File: src/rtl/strength_keeper_pkg.sv
// Package: shared constants and helpers for the decaying strength node.
// Assumes nothing beyond IEEE 1800-2017 constant functions.
package strength_keeper_pkg;

    // Default width of one drive strength (128 levels).
    localparam int STR_W_DEF = 7;

    // Counter width able to hold 0..n-1, never less than one bit.
    function automatic int cnt_width(input int n);
        return (n > 1) ? $clog2(n) : 1;
    endfunction

endpackage

File: src/rtl/drive_resolver.sv
// Module: drive_resolver
// Combines all driver lanes into one net strength by taking the maximum
// over active lanes. An inactive lane is masked to 0, so an empty set
// resolves to 0. Purely combinational; assumes NUM_DRV >= 1.
module drive_resolver #(
    parameter int NUM_DRV = 4,
    parameter int STR_W   = 7
) (
    input  logic [NUM_DRV*STR_W-1:0] drv_str,
    input  logic [NUM_DRV-1:0]       drv_act,
    output logic [STR_W-1:0]         res_str,
    output logic                     any_act
);

    logic [STR_W-1:0] lane [NUM_DRV];

    // Mask every lane by its active flag.
    for (genvar g = 0; g < NUM_DRV; g++) begin : g_lane
        assign lane[g] = drv_act[g] ? drv_str[g*STR_W +: STR_W] : '0;
    end

    // Reduce the masked lanes to their maximum.
    always_comb begin
        res_str = '0;
        for (int i = 0; i < NUM_DRV; i++) begin
            if (lane[i] > res_str) begin
                res_str = lane[i];
            end
        end
    end

    // Flag that at least one driver is on the net.
    assign any_act = |drv_act;

endmodule

File: src/rtl/decay_timer.sv
// Module: decay_timer
// Free-running counter that emits a one-cycle tick every DECAY_CYC
// clocks. Only reset restarts it. Assumes DECAY_CYC >= 1; with 1 the
// tick is high in every cycle.
module decay_timer #(
    parameter int DECAY_CYC = 8
) (
    input  logic clk,
    input  logic rst_n,
    output logic tick
);

    import strength_keeper_pkg::*;

    localparam int CW = cnt_width(DECAY_CYC);
    localparam logic [CW-1:0] LAST = CW'(DECAY_CYC - 1);

    logic [CW-1:0] cnt;

    // Tick on the final count of each period.
    assign tick = (cnt == LAST);

    // Advance the period counter and wrap after the final count.
    always_ff @(posedge clk) begin
        if (!rst_n) begin
            cnt <= '0;
        end else if (tick) begin
            cnt <= '0;
        end else begin
            cnt <= cnt + 1'b1;
        end
    end

endmodule

File: src/rtl/strength_keeper.sv
// Module: strength_keeper (top)
// Storage node on a multi-driver net. It follows the maximum active
// strength while driven, and while undriven it loses one step per decay
// tick down to 0. Driving wins over a tick in the same cycle.
// Assumes synchronous inputs and DECAY_CYC >= 1.
module strength_keeper #(
    parameter int NUM_DRV   = 4,
    parameter int STR_W     = strength_keeper_pkg::STR_W_DEF,
    parameter int DECAY_CYC = 8
) (
    input  logic                     clk,
    input  logic                     rst_n,
    input  logic [NUM_DRV*STR_W-1:0] drv_str,
    input  logic [NUM_DRV-1:0]       drv_act,
    output logic [STR_W-1:0]         node_str,
    output logic                     node_driven
);

    logic [STR_W-1:0] res_str;
    logic             any_act;
    logic             decay_tick;
    logic [STR_W-1:0] held;

    drive_resolver #(
        .NUM_DRV (NUM_DRV),
        .STR_W   (STR_W)
    ) u_resolver (
        .drv_str (drv_str),
        .drv_act (drv_act),
        .res_str (res_str),
        .any_act (any_act)
    );

    decay_timer #(
        .DECAY_CYC (DECAY_CYC)
    ) u_timer (
        .clk   (clk),
        .rst_n (rst_n),
        .tick  (decay_tick)
    );

    // Hold the driven strength, or leak one step per tick when undriven.
    always_ff @(posedge clk) begin
        if (!rst_n) begin
            held <= '0;
        end else if (any_act) begin
            held <= res_str;
        end else if (decay_tick && (held != '0)) begin
            held <= held - 1'b1;
        end
    end

    assign node_str    = held;
    assign node_driven = any_act;

endmodule

File: config.mk
export PLATFORM = sky130hd
export DESIGN_NAME = strength_keeper
export DESIGN_NICKNAME = d
export VERILOG_FILES = /design/src/rtl/strength_keeper_pkg.sv /design/src/rtl/drive_resolver.sv /design/src/rtl/decay_timer.sv /design/src/rtl/strength_keeper.sv
export SDC_FILE = /design/constraint.sdc
export NUM_CORES = 1
export LEC_CHECK = 0
export BUFFER_PORTS_ARGS = -buffer_cell sky130_fd_sc_hd__buf_2
export CORE_ASPECT_RATIO = 0.8
export CORE_MARGIN = 2
export CORE_UTILIZATION = 50
export CTS_BUF_LIST = sky130_fd_sc_hd__clkbuf_4
export CTS_CLUSTER_SIZE = 20
export DETAILED_ROUTE_END_ITERATION = 10
export GPL_ROUTABILITY_DRIVEN = 0
export PLACE_DENSITY = 0.79
export SLEW_MARGIN = 30
export SYNTH_ARGS = -nofsm -noshare
export SYNTH_HDL_FRONTEND = slang
export SYNTH_HIERARCHICAL = 1
export SYNTH_SLANG_ARGS = --single-unit
File: constraint.sdc
create_clock -name clk -period 5.19 [get_ports clk]
set_input_delay 0.519 -clock clk [delete_from_list [all_inputs] [get_ports clk]]
set_output_delay 0.519 -clock clk [all_outputs]
set_load 0.01 [all_outputs]
==> results.toml <==
[synthesis]
ys_ff_latch = 10
synth.avg_cell_area_um2 = 8.18
synth_area_um2 = 1620
synth_seq_area_share_pct = 12.4
async_reset_ff_share_pct = 0
syn_inst = 198
synth_nets = 256
synth_top_cell_by_area = "ha_1"
synth_warnings = 6
synth-edff-count = 0
synth.distinct_cells = 53
yosysTopAreaCellShare_pct = 18.5
ys_top_cells_by_area = "ha_1 (19%), dfxtp_1 (12%), a21oi_1 (7.7%)"
synth_flop_cell = "dfxtp_1"

[critical_path]
crit_slowest_cell = "o31ai_4"
crit_family = "compound AO/OA/AOI/OAI gates"
worst-setup-path-type = "primary input to flip-flop"
cp_cell_sequence = "clkbuf_4 -> nand2_1 -> inv_1 -> ha_1 -> nand4_1 -> a21oi_4 -> o31ai_4 -> mux2_4 -> ha_1 -> a211oi_2 -> o21bai_1 -> or2_4 -> o31ai_4 -> ha_4 -> and3_1 -> a221o_1 -> o21ai_4 -> mux2i_1 -> a21oi_1 -> o21ai_1 -> a31oi_1"
path_buf_inv = 2
max_stage_delay_ns = 0.49
required_ns = 5.33
path_max_fanout = 8
worstPathArrival_ns = 5.17
start_kind = "primary input"
cp-end-kind = "flip-flop"

[routing]
avgRoutedWirePerCell_um = 14.5
dr.pass1.iters = 4
ant_nets = 0
vias = 1678
viasPerCell = 5.77
wl_um = 4220
drc = 0
drt_iter0_drc = 89

[final_layout]
layout-drive-gt1-share_pct = 36.3
area.growth.synth_to_final_pct = 24.6
stdcell_area_um2 = 2020
diodes = 0
fillers = 264
final_common_cell = "buf_2"
final_cell_count_no_fill = 291
mostFrequentLayoutCells = "buf_2 (40), a21oi_1 (24), nand2_1 (22), ha_1 (22)"
utilization_pct = 65.5
layout.nets = 310

[timing]
fmax_ghz = 0.199
finalMaxSlewViolations = 0
skew_ns = 0.00524
worst_slack_ns = 0.154
hold_viol = 0
tightest_slew_ns = 0.489
fin_crit_sh_pct = 97.0
setup_viol = 0
timing.hold.ws_ns = 0.440
period_needed_ns = 5.04
max_slew_margin_pct = 67.4

[global_route]
antenna_found_initial = 0
grt_overflow = 0
track_usage_pct = 22.7
grt_pass1_vias = 1453
grt_pass1_wl_um = 6360
grt_max_degree = 12

[run_status]
status = "finished, final reports clean"

[power]
p_leak_nw = 0.989
p_per_area_nw_per_um2 = 262
ir_drop_uv = 114

[clock_network]
cts_made_buffers = 3
h-tree-depth = 1
worst_skew_pair.late_latency_ns = 0.27
clock-root-buffer = "clkbuf_4"
clkTransAtPathRegs_ns = 0.07
cts_tree = "built"
cts_sinks = 10
ctsHoldBuffers = 0
cts_buffer_depth = 2

[die]
io_pins = 42
floorplan.initialDensity_pct = 52.5
dieWidth_um = 67.6
die-area_um2 = 3710
row_count = 18
core_area_um2 = 3090
die_h_um = 54.9

[placed_design]
dpl_cell_area_um2 = 1920
place_inst = 285
pre_cts_slack_ns = -0.162
hpwl_um = 3480
port_buffers = 41

[flow_run]
drv_cap = 0

[worst_hold_path]
worstHoldPathType = "flip-flop to flip-flop"
-- power by group --
part	internal [mW]	switching (mW)	leakage, nW	total [mW]
registers	0.0913	0.0152	0.0827	0.107
clock network	0.0278	0.0299	0.0154	0.0578
logic	0.176	0.188	0.891	0.364
total	0.295	0.234	0.989	0.528
-- worst register-to-register path, stage by stage, from the launching register on --
cell and delay, ns:
dfxtp_1 0.35, ha_1 0.16, ha_1 0.31, nor3b_1 0.38
nand2b_1 0.13, or3_1 0.32, a21oi_1 0.14
-- layout make-up --
cell class / count / area (um^2) / share of cell area (%)
repair buffers: 54 / 305 / 15.1
inverters: 10 / 37.5 / 1.86
well taps: 40 / 50.0 / 2.48
clock inverters: 1 / 3.75 / 0.186
flip-flops and latches: 10 / 200 / 9.91
multi-input cells: 173 / 1400 / 69.3
clock buffers: 3 / 22.5 / 1.12
-- path summary, 6_finish.rpt --
kind	startpoint	end	slack (ns)	cells past startpoint
setup reg to reg	u_timer/cnt[0]$_SDFF_PP0_	node_str[3]$_SDFFE_PN0P_	3.32	6
hold / removal	u_timer/cnt[0]$_SDFF_PP0_	u_timer/cnt[0]$_SDFF_PP0_	0.44	1
setup / recovery	drv_act[1]	node_str[5]$_SDFFE_PN0P_	0.15	21
hold reg to reg	u_timer/cnt[0]$_SDFF_PP0_	u_timer/cnt[0]$_SDFF_PP0_	0.44	1
-- state kept, by name (all words and copies together) (netlist names) --
name         count
node_str         7
u_timer/cnt      3
-- cell usage after synthesis (all sizes together), types with 2 or more instances --
library cell and number:
and3b 2, and4 2, o21a 2, mux2i 5, clkbuf 2, o21bai 2, and3 2, a21oi 27
nor2 4, nor3b 2, nand4 2, nand3b 4, a21o 3, inv 10, nand2 23, or2 2
o31ai 4, or4 2, ha 24, a31oi 2, a22o 5, a21boi 2, o21ai 15, and2 13
mux2 6, or3 2, nand2b 2, o31a 2, buf 3, dfxtp 10
-- per-layer routing --
layer  share of wire [%]  GRT usage [%]
met1                  48           30.9
met2                  45           39.4
met3                 6.5           3.85
met4                0.36           2.04
met5                   0              0
-- logic make-up after synthesis --
group,count (synthesis),synth area share [%]
buffers and inverters,15,4.40
AND/OR/NAND/NOR,66,23.6
flip-flops,10,12.4
AO/OA/AOI/OAI,71,32.2
XOR/XNOR,1,0.541
multiplexers,11,8.42
adder cells (fa/ha/maj),24,18.5
-- timing repair --
action,in CTS,in global routing
endpoints found under the setup margin,0,6
resized for setup,0,13
setup buffers,0,2
-- stage by stage --
stage / TNS [ns] / power (mW)
4_1_cts: 0 / 0.504
3_5_place_dp: -0.701 / 0.447
2_1_floorplan: 0 / 0.355
6_report: 0 / 0.528
5_1_grt: -0.00694 / 0.570
3_3_place_gp: -0.0105 / 0.436
Note: power is estimated with default switching activity, not from simulation.
